[config.mk]
export PLATFORM = sky130hd
export DESIGN_NAME = cache_sa_lookup
export DESIGN_NICKNAME = d
export VERILOG_FILES = /design/src/rtl/cache_sa_pkg.sv /design/src/rtl/cache_way_match.sv /design/src/rtl/cache_lru.sv /design/src/rtl/cache_fill_ctrl.sv /design/src/rtl/cache_sa_lookup.sv
export SDC_FILE = /design/constraint.sdc
export NUM_CORES = 1
export LEC_CHECK = 0
export ABC_AREA = 1
export BUFFER_PORTS_ARGS = -buffer_cell sky130_fd_sc_hd__buf_2
export CAP_MARGIN = 10
export CELL_PAD_IN_SITES_DETAIL_PLACEMENT = 0
export CELL_PAD_IN_SITES_GLOBAL_PLACEMENT = 1
export CORE_MARGIN = 2
export CORE_UTILIZATION = 45
export DETAILED_ROUTE_END_ITERATION = 7
export PLACE_DENSITY = 0.74
export SLEW_MARGIN = 10
export SYNTH_ARGS = -nofsm -noshare
export SYNTH_HDL_FRONTEND = slang
export SYNTH_SLANG_ARGS = --single-unit
[constraint.sdc]
create_clock -name clk -period 3.1 [get_ports clk]
set_input_delay 0 -clock clk [delete_from_list [all_inputs] [get_ports clk]]
set_output_delay 0 -clock clk [all_outputs]
set_load 0.02 [all_outputs]
[src/rtl/cache_sa_pkg.sv]
package cache_sa_pkg;
   typedef enum logic {
      FS_IDLE = 1'b0,
      FS_WAIT = 1'b1
   } fill_state_e;

   function automatic int width_min1(input int n);
      return (n > 1) ? $clog2(n) : 1;
   endfunction
endpackage

[src/rtl/cache_way_match.sv]
module cache_way_match #(
   parameter int WAYS  = 2,
   parameter int TAG_W = 12,
   parameter int WAY_W = 1
) (
   input  logic [WAYS-1:0]             way_valid,
   input  logic [WAYS-1:0][TAG_W-1:0]  way_tags,
   input  logic [TAG_W-1:0]            lk_tag,
   output logic [WAYS-1:0]             hit_vec,
   output logic                        hit,
   output logic [WAY_W-1:0]            hit_way
);
   for (genvar w = 0; w < WAYS; w++) begin : g_cmp
      assign hit_vec[w] = way_valid[w] && (way_tags[w] == lk_tag);
   end

   assign hit = |hit_vec;

   always_comb begin
      hit_way = '0;
      for (int w = 0; w < WAYS; w++) begin
         if (hit_vec[w]) hit_way = WAY_W'(w);
      end
   end
endmodule

[src/rtl/cache_lru.sv]
module cache_lru #(
   parameter int SETS  = 4,
   parameter int WAYS  = 2,
   parameter int IDX_W = 2,
   parameter int WAY_W = 1
) (
   input  logic             clk,
   input  logic             rst_n,
   input  logic             touch_en,
   input  logic [IDX_W-1:0] touch_set,
   input  logic [WAY_W-1:0] touch_way,
   input  logic [IDX_W-1:0] rd_set,
   input  logic [WAYS-1:0]  rd_valid,
   output logic [WAY_W-1:0] victim_way
);
   localparam logic [WAY_W-1:0] OLDEST = WAY_W'(WAYS - 1);

   logic [WAYS-1:0][WAY_W-1:0] age_q [SETS];

   always_ff @(posedge clk or negedge rst_n) begin
      if (!rst_n) begin
         for (int s = 0; s < SETS; s++)
            for (int w = 0; w < WAYS; w++)
               age_q[s][w] <= WAY_W'(WAYS - 1 - w);
      end else if (touch_en) begin
         for (int w = 0; w < WAYS; w++) begin
            if (WAY_W'(w) == touch_way)
               age_q[touch_set][w] <= '0;
            else if (age_q[touch_set][w] < age_q[touch_set][touch_way])
               age_q[touch_set][w] <= age_q[touch_set][w] + 1'b1;
         end
      end
   end

   if (WAYS == 1) begin : g_direct
      logic unused_ok;
      assign unused_ok  = &{1'b0, rd_valid, rd_set, age_q[0]};
      assign victim_way = '0;
   end else begin : g_assoc
      always_comb begin
         logic found;
         found      = 1'b0;
         victim_way = '0;
         for (int w = 0; w < WAYS; w++) begin
            if (!found && !rd_valid[w]) begin
               victim_way = WAY_W'(w);
               found      = 1'b1;
            end
         end
         if (!found) begin
            for (int w = 0; w < WAYS; w++) begin
               if (age_q[rd_set][w] == OLDEST) victim_way = WAY_W'(w);
            end
         end
      end
   end
endmodule

[src/rtl/cache_fill_ctrl.sv]
module cache_fill_ctrl
   import cache_sa_pkg::*;
(
   input  logic clk,
   input  logic rst_n,
   input  logic cpu_valid,
   input  logic lk_hit,
   input  logic mem_ready,
   output logic mem_req,
   output logic fill_en,
   output logic idle
);
   fill_state_e state_q, state_d;

   always_comb begin
      state_d = state_q;
      case (state_q)
         FS_IDLE: if (cpu_valid && !lk_hit) state_d = FS_WAIT;
         FS_WAIT: if (mem_ready)            state_d = FS_IDLE;
         default:                           state_d = FS_IDLE;
      endcase
   end

   always_ff @(posedge clk or negedge rst_n) begin
      if (!rst_n) state_q <= FS_IDLE;
      else        state_q <= state_d;
   end

   assign idle    = (state_q == FS_IDLE);
   assign mem_req = (state_q == FS_WAIT);
   assign fill_en = mem_req && mem_ready;
endmodule

[src/rtl/cache_sa_lookup.sv]
module cache_sa_lookup
   import cache_sa_pkg::*;
#(
   parameter int ADDR_W = 16,
   parameter int OFF_W  = 2,
   parameter int SETS   = 4,
   parameter int WAYS   = 2
) (
   input  logic                       clk,
   input  logic                       rst_n,
   input  logic                       cpu_valid,
   input  logic [ADDR_W-1:0]          cpu_addr,
   output logic                       cpu_ready,
   output logic [7:0]                 cpu_data,
   output logic                       mem_req,
   output logic [ADDR_W-OFF_W-1:0]    mem_addr,
   input  logic                       mem_ready,
   input  logic [(8<<OFF_W)-1:0]      mem_line
);
   localparam int SET_W  = (SETS > 1) ? $clog2(SETS) : 0;
   localparam int IDX_W  = width_min1(SETS);
   localparam int WAY_W  = width_min1(WAYS);
   localparam int TAG_W  = ADDR_W - OFF_W - SET_W;
   localparam int LINE_W = 8 << OFF_W;

   if ((SETS & (SETS - 1)) != 0 || SETS < 1)
      $error("SETS must be a power of two");
   if ((WAYS & (WAYS - 1)) != 0 || WAYS < 1)
      $error("WAYS must be a power of two");
   if (OFF_W < 1)
      $error("OFF_W must be at least 1");
   if (TAG_W < 1)
      $error("address too narrow for offset and index");

   logic [IDX_W-1:0] set_idx;
   logic [TAG_W-1:0] lk_tag;
   logic [OFF_W-1:0] off_sel;

   if (SET_W > 0) begin : g_indexed
      assign set_idx = cpu_addr[OFF_W +: IDX_W];
   end else begin : g_single_set
      assign set_idx = '0;
   end
   assign lk_tag  = cpu_addr[ADDR_W-1 -: TAG_W];
   assign off_sel = cpu_addr[OFF_W-1:0];

   logic [WAYS-1:0]              valid_q [SETS];
   logic [WAYS-1:0][TAG_W-1:0]   tag_q   [SETS];
   logic [WAYS-1:0][LINE_W-1:0]  line_q  [SETS];

   logic [WAYS-1:0]  hit_vec;
   logic             lk_hit;
   logic [WAY_W-1:0] hit_way;
   logic [WAY_W-1:0] victim_way;
   logic             fill_en;
   logic             idle;
   logic             touch_en;
   logic [WAY_W-1:0] touch_way;

   cache_way_match #(.WAYS(WAYS), .TAG_W(TAG_W), .WAY_W(WAY_W)) u_match (
      .way_valid (valid_q[set_idx]),
      .way_tags  (tag_q[set_idx]),
      .lk_tag    (lk_tag),
      .hit_vec   (hit_vec),
      .hit       (lk_hit),
      .hit_way   (hit_way)
   );

   cache_fill_ctrl u_ctrl (
      .clk       (clk),
      .rst_n     (rst_n),
      .cpu_valid (cpu_valid),
      .lk_hit    (lk_hit),
      .mem_ready (mem_ready),
      .mem_req   (mem_req),
      .fill_en   (fill_en),
      .idle      (idle)
   );

   assign touch_en  = cpu_ready || fill_en;
   assign touch_way = fill_en ? victim_way : hit_way;

   cache_lru #(.SETS(SETS), .WAYS(WAYS), .IDX_W(IDX_W), .WAY_W(WAY_W)) u_lru (
      .clk        (clk),
      .rst_n      (rst_n),
      .touch_en   (touch_en),
      .touch_set  (set_idx),
      .touch_way  (touch_way),
      .rd_set     (set_idx),
      .rd_valid   (valid_q[set_idx]),
      .victim_way (victim_way)
   );

   always_ff @(posedge clk or negedge rst_n) begin
      if (!rst_n) begin
         for (int s = 0; s < SETS; s++) valid_q[s] <= '0;
      end else if (fill_en) begin
         valid_q[set_idx][victim_way] <= 1'b1;
      end
   end

   always_ff @(posedge clk) begin
      if (fill_en) begin
         tag_q[set_idx][victim_way]  <= lk_tag;
         line_q[set_idx][victim_way] <= mem_line;
      end
   end

   logic [LINE_W-1:0] sel_line;
   assign sel_line  = line_q[set_idx][hit_way];
   assign cpu_data  = sel_line[{off_sel, 3'b000} +: 8];
   assign cpu_ready = cpu_valid && lk_hit && idle;
   assign mem_addr  = cpu_addr[ADDR_W-1:OFF_W];
endmodule

# Word level (Yosys, flattened, before mapping)
# Memories as Yosys holds them, arrays and structs flattened.
# Index checks and enable logic that the tools add are counted.
# word_totals
reg_bits	17
mem_bits_rw	352
mem_count	2
# classes
add_sub_neg	2
magnitude_cmp	8
eq_ne	2
n_shift	1
n_mux	43
n_bitwise	7
reduce_logical	13
# memory_table
name	depth	word_bits	read_ports	rd_ports_with_merged_regs	write_ports	line	text
line_q	4	64	1	0	1	cache_sa_lookup.sv:49	logic [WAYS-1:0][LINE_W-1:0] line_q [SETS];
tag_q	4	24	1	0	1	cache_sa_lookup.sv:48	logic [WAYS-1:0][TAG_W-1:0] tag_q [SETS];
# ops
cell	n
32-bit 2-to-1 mux	3
64-bit 2-to-1 mux	1
8-bit 2-to-1 mux	5
32-bit demux with 1-bit select	1
32-bit by 6-bit variable part select with 8-bit output	1
12-bit == test	2
24-bit 2-to-1 mux	1
8-bit AND	2
8-bit bitwise mux	2
8-bit inverter	2
1-bit 2-to-1 mux	15
12-bit demux with 1-bit select	1
2-bit demux with 2-bit select	3
12-bit 2-to-1 mux	1
2-bit 2-to-1 mux	6
1-bit logical AND	9
2-bit binary-select mux with 2-bit select	2
8-bit OR	1
1-bit by 2-bit less-than comparator with 1-bit output, second input constant	3
3-bit greater-or-equal comparator, second input constant	1
3-bit by 1-bit less-than comparator with 1-bit output, second input constant	1
2-bit inverter with 3-bit output	1
1-bit adder, second input constant	2
1-bit zero test	2
7 further kinds	8

# Longest topological paths before layout
# depth
ltp_word	20
depth_mapped	22

# Hierarchy
# From an unflattened synthesis, not the netlist that was laid out.
# unflattened
hier_cells	1453
hier_area_um2	15698.8
# by_module_without_submodules
module	instances	cells_per_inst	area_per_inst_um2
cache_sa_lookup	1	1204	14400.1
cache_lru	1	114	732.0
cache_way_match	1	126	503.0
cache_fill_ctrl	1	9	63.8

# Worst setup path before layout
# Ideal clock, no wire load.
# synth_path
kind	input -> register
from	input port cpu_addr[2]
to	memory line_q[2][32] in the netlist's numbering (enable)
setup_ns	0.446
arrival_ns	3.040
required_ns	2.654
slack_ns	-0.386
cell_stages	7
path_buffers	4
path_cell_list	buf_4 -> buf_4 -> nor2_2 -> buf_2 -> buf_1 -> inv_1 -> nor2_1
# synth_via
elab_chain_len	15
elab_cells_between_ends	21
cone_classes	2 x order compare; 15 x mux; 1 x bitwise; 3 x reduce/logical
# synth_lines
item	line	text
start: declaration	cache_sa_lookup.sv:12	input logic [ADDR_W-1:0] cpu_addr,
2-bit inverter with 3-bit output (not written as such)	cache_lru.sv:52, cache_sa_lookup.sv:90	
2-bit binary-select mux with 2-bit select	cache_sa_lookup.sv:90	.rd_valid (valid_q[set_idx]),
2-bit 2-to-1 mux (not written as such) (2 in series)	cache_sa_lookup.sv:90	
1-bit zero test	cache_lru.sv:45	if (!found && !rd_valid[w]) begin
1-bit logical AND	cache_lru.sv:45	
1-bit 2-to-1 mux	cache_lru.sv:45	
1-bit 2-to-1 mux (2 in series)	cache_lru.sv:52	if (age_q[rd_set][w] == OLDEST) victim_way = WAY_W'(w);
1-bit 2-to-1 mux	cache_lru.sv:50	if (!found) begin
1-bit by 2-bit less-than comparator with 1-bit output (not written as such) or 1-bit greater-or-equal comparator (tied branches)	cache_sa_lookup.sv:105	line_q[set_idx][victim_way] <= mem_line;
1-bit logical AND (not written as such)	cache_sa_lookup.sv:105	
32-bit 2-to-1 mux (not written as such)	cache_sa_lookup.sv:105	
32-bit demux with 1-bit select	cache_sa_lookup.sv:105	
64-bit 2-to-1 mux (not written as such)	cache_sa_lookup.sv:105	
end: declaration	cache_sa_lookup.sv:49	
# Parallel ways exist; a longest one is shown, timed or not. The select of a mux whose other input is x is not followed.

# Worst setup path after layout
# layout_path
from	input port cpu_addr[2]
to	output port cpu_data[5]
# layout_via
elab_chain_len	9
elab_cells_between_ends	12
cone_classes	1 x eq/ne; 1 x shift; 6 x mux; 1 x bitwise; 1 x reduce/logical; 2 x memory
# layout_lines
item	line	text
parallel branches: the longest is 6 deep, another holds memory read 4 x 24 bit	-	
32-bit 2-to-1 mux (not written as such) * (2 in series)	cache_sa_lookup.sv:110	assign sel_line = line_q[set_idx][hit_way];
32-bit by 6-bit variable part select with 8-bit output *	cache_sa_lookup.sv:111	assign cpu_data = sel_line[{off_sel, 3'b000} +: 8];
end: declaration	cache_sa_lookup.sv:14	output logic [7:0] cpu_data,
# Every way passes the cells marked *. The select of a mux whose other input is x is not followed.

==> impl_metrics.py <==
metrics = {
    "routing": {
        "drtAntennaViolNets": 0,
        "routed_wl_um": 35200,
        "wl_per_cell_um": 19.9,
        "routed_via_density": 5.36,
        "first_pass_iters": 6,
        "vias": 9495,
        "drt_iter0_drc": 935,
        "drc": 0,
    },
    "critical_path": {
        "cp_data_arrival_time_ps": 2930,
        "path_class": "primary input to output port",
        "endpoint_kind": "output port",
        "critPathBufInv": 6,
        "max_stage_delay_ps": 530,
        "reg2reg_from": "u_lru.age_q[5]$_DFFE_PN0P_",
        "path_cells": "dlygate4sd3_1 > clkbuf_4 > buf_4 > nor2_4 > buf_4 > buf_4 > a221oi_1 > a21oi_1 > nand2_1 > nand2_1 > nand2_1 > nand2_1 > buf_2",
        "cp_max_fo": 48,
        "path_delay_family": "buffers and inverters",
        "worstSetupStartpoint": "cpu_addr[2]",
        "slowest_stage": "dlygate4sd3_1",
        "cp-start-kind": "primary input",
        "cpMostUsedCell": "nand2_1",
        "reg2regPathDepth": 8,
        "required_ps": 3100,
        "critical_path_depth": 13,
    },
    "place": {
        "numPortBuffers": 75,
        "place_hpwl_um": 21000,
        "globalplace.congestion": 0.790,
    },
    "logic_synthesis": {
        "syn_inst": 1178,
        "synth.most_common_cell": "nand2_1",
        "netlist_top_cells_count": "441 x nand2_1, 352 x edfxtp_1, 65 x a221oi_1",
        "synthFlopType": "edfxtp_1",
        "synthArstFlopShare_pct": 4.61,
        "synth_edf_count": 352,
        "synth_cell_types": 28,
        "ys_seq_area_share_pct": 73.4,
        "syn_area_per_cell_um2": 12.7,
        "ys_warn_count": 0,
        "synth_top_cell_area_share_pct": 70.5,
        "yosys.area.top_type": "edfxtp_1",
        "synth.area.top_cells": "edfxtp_1 71%, nand2_1 11%, a221oi_1 3.8%",
        "syn_nets": 1230,
        "syn-cell-area_um2": 15000,
        "ys_ff_latch": 369,
    },
    "run": {
        "max-cap-violations": 0,
    },
    "clocking": {
        "cts_root_buf": "clkbuf_16",
        "cts_inserted_buffers": 38,
        "post_cts_buffers": 0,
        "clock_latency_ps": 540,
        "clk_pin_slew_worst_paths_ps": 60,
        "cts_tree": "yes",
        "numClockSinks": 369,
        "max-clock-path-buffers": 3,
        "h-tree-depth": 2,
    },
    "timing": {
        "hold_viol_final": 0,
        "max_freq_mhz": 342,
        "slew_viol_final": 0,
        "finClkSkew_ps": 18.4,
        "setup_viol": 0,
        "fin_tns_setup_ps": 0,
        "finalCritPeriodShare_pct": 94.4,
        "tightest_slew_ps": 879,
        "fin_crit_ps": 2930,
        "slew-limit-headroom_pct": 41.4,
        "rsz0062_at_grt": "false",
        "holdWs_ps": 38.7,
    },
    "global_routing": {
        "gr-usage-all-layers_pct": 20.4,
        "grt.busiest_layer": "met2",
        "gr-usage-met2_pct": 33.7,
        "grt-ovfl-total": 0,
        "antenna_found_initial": 0,
        "grt_start_max_net_pins": 69,
        "grt_first_pass_wirelength_um": 54700,
        "grt_pass1_vias": 9371,
        "grt_use_met3_pct": 3.14,
        "grt_use_met1_pct": 28.0,
    },
    "hold_path": {
        "hold_depth": 4,
        "hold_path.class": "primary input to register",
        "worstHoldStart": "cpu_addr[3]",
    },
    "cells_and_area": {
        "drive_gt1_share_pct": 13.7,
        "area_growth_pct": 17.4,
        "nNetsFinal": 1354,
        "fillers": 2809,
        "antenna_cells": 0,
    },
    "floorplan": {
        "start_util_pct": 45.8,
        "ios": 76,
        "die-area_um2": 34800,
        "row_count": 66,
        "die_h_um": 186,
        "die_x_um": 186,
        "coreArea_um2": 32700,
    },
    "power_and_ir_drop": {
        "vdd_drop_max_mv": 0.516,
        "p_per_area_nw_per_um2": 613,
        "p_leak_nw": 6.60,
    },
    "status": {
        "status": "completed",
    },
}
==> registers in the layout (all words and copies together), names as in the netlist <==
register	count
u_lru.age_q	8
u_ctrl.mem_req	1
tag_q	96
valid_q	8
line_q	256
==> per-stage QoR <==
stage / power [W] / instance area (um2) / setup slack [ps] / util, % / instances
global route: 0.0112 / 17600 / 5.53 / 53.8 / 1773
finish: 0.0108 / 17600 / 175 / 53.8 / 1773
global placement: 0.00650 / 15900 / 603 / 48.6 / 1655
floorplan: 0.00621 / 15000 / -386 / - / 1178
CTS: 0.0109 / 17600 / 102 / 53.8 / 1773
detailed placement: 0.00651 / 15900 / 549 / 48.6 / 1655
==> layout make-up <==
type / instances / area (um2) / share of cell area (%)
Clock buffer: 45 / 998 / 5.67
Clock inverter: 24 / 186 / 1.06
Inverter: 33 / 134 / 0.761
Multi-Input combinational cell: 705 / 3540 / 20.1
Sequential cell: 369 / 11000 / 62.5
Tap cell: 442 / 553 / 3.14
Timing Repair Buffer: 155 / 1180 / 6.71
==> where the power goes <==
| group | switching (W) | internal, W | total [W] | leakage [nW] |
|---|---|---|---|---|
| Clock | 0.00185 | 0.00248 | 0.00433 | 0.579 |
| Combinational | 0.000548 | 0.000274 | 0.000821 | 2.66 |
| Sequential | 0.0000359 | 0.00560 | 0.00564 | 3.37 |
==> metal layers <==
metal | wire length (um) | vias to the layer above
li1 | - | 4523
met1 | 15400 | 4606
met2 | 16900 | 298
met3 | 2090 | 68
met4 | 890 | 0
met5 | 0 | -
==> what timing repair did <==
action / 4_1_cts / 5_1_grt
gates resized for setup: 0 / 5
endpoints found under the setup margin: 0 / 8
hold endpoints to repair: 371 / 0
hold buffers: 49 / 0
==> worst paths after layout <==
path,slack (ps),end
worst max-delay path,170,cpu_data[5]
worst min-delay path,40,u_lru.age_q[6]$_DFFE_PN1P_
worst max register to register,820,line_q[2][21]$_DFFE_PP_
worst min register to register,460,valid_q[6]$_DFFE_PN0P_
max in group asynchronous,1990,valid_q[7]$_DFFE_PN0P_
min in group asynchronous,50,u_lru.age_q[6]$_DFFE_PN1P_
==> cell usage in the layout (no fill, tap or decap), types with 11 or more instances in the layout <==
cell,n
nor2_4,11
nand2_1,441
inv_1,28
dlygate4sd3_1,49
a21oi_1,33
nand3_1,40
clkbuf_16,39
clkinv_1,11
a221oi_1,65
edfxtp_1,352
nor2_1,24
buf_2,74
dfrtp_1,13
buf_4,24
a22o_1,64
==> worst register-to-register path: cells and delay by family (launching register included) <==
family                 cells  cell delay (ps)
AO/OA/AOI/OAI              1              370
buffers and inverters      1              350
flip-flops                 1              410
AND/OR/NAND/NOR            6              830
==> logic make-up after synthesis <==
group | share of synthesized area [%]
buffers and inverters | 3.50
and+or+nand+nor | 14.0
AOI/OAI and AO/OA | 9.07
DFF | 73.4
Power figures use the tool's default switching activity.
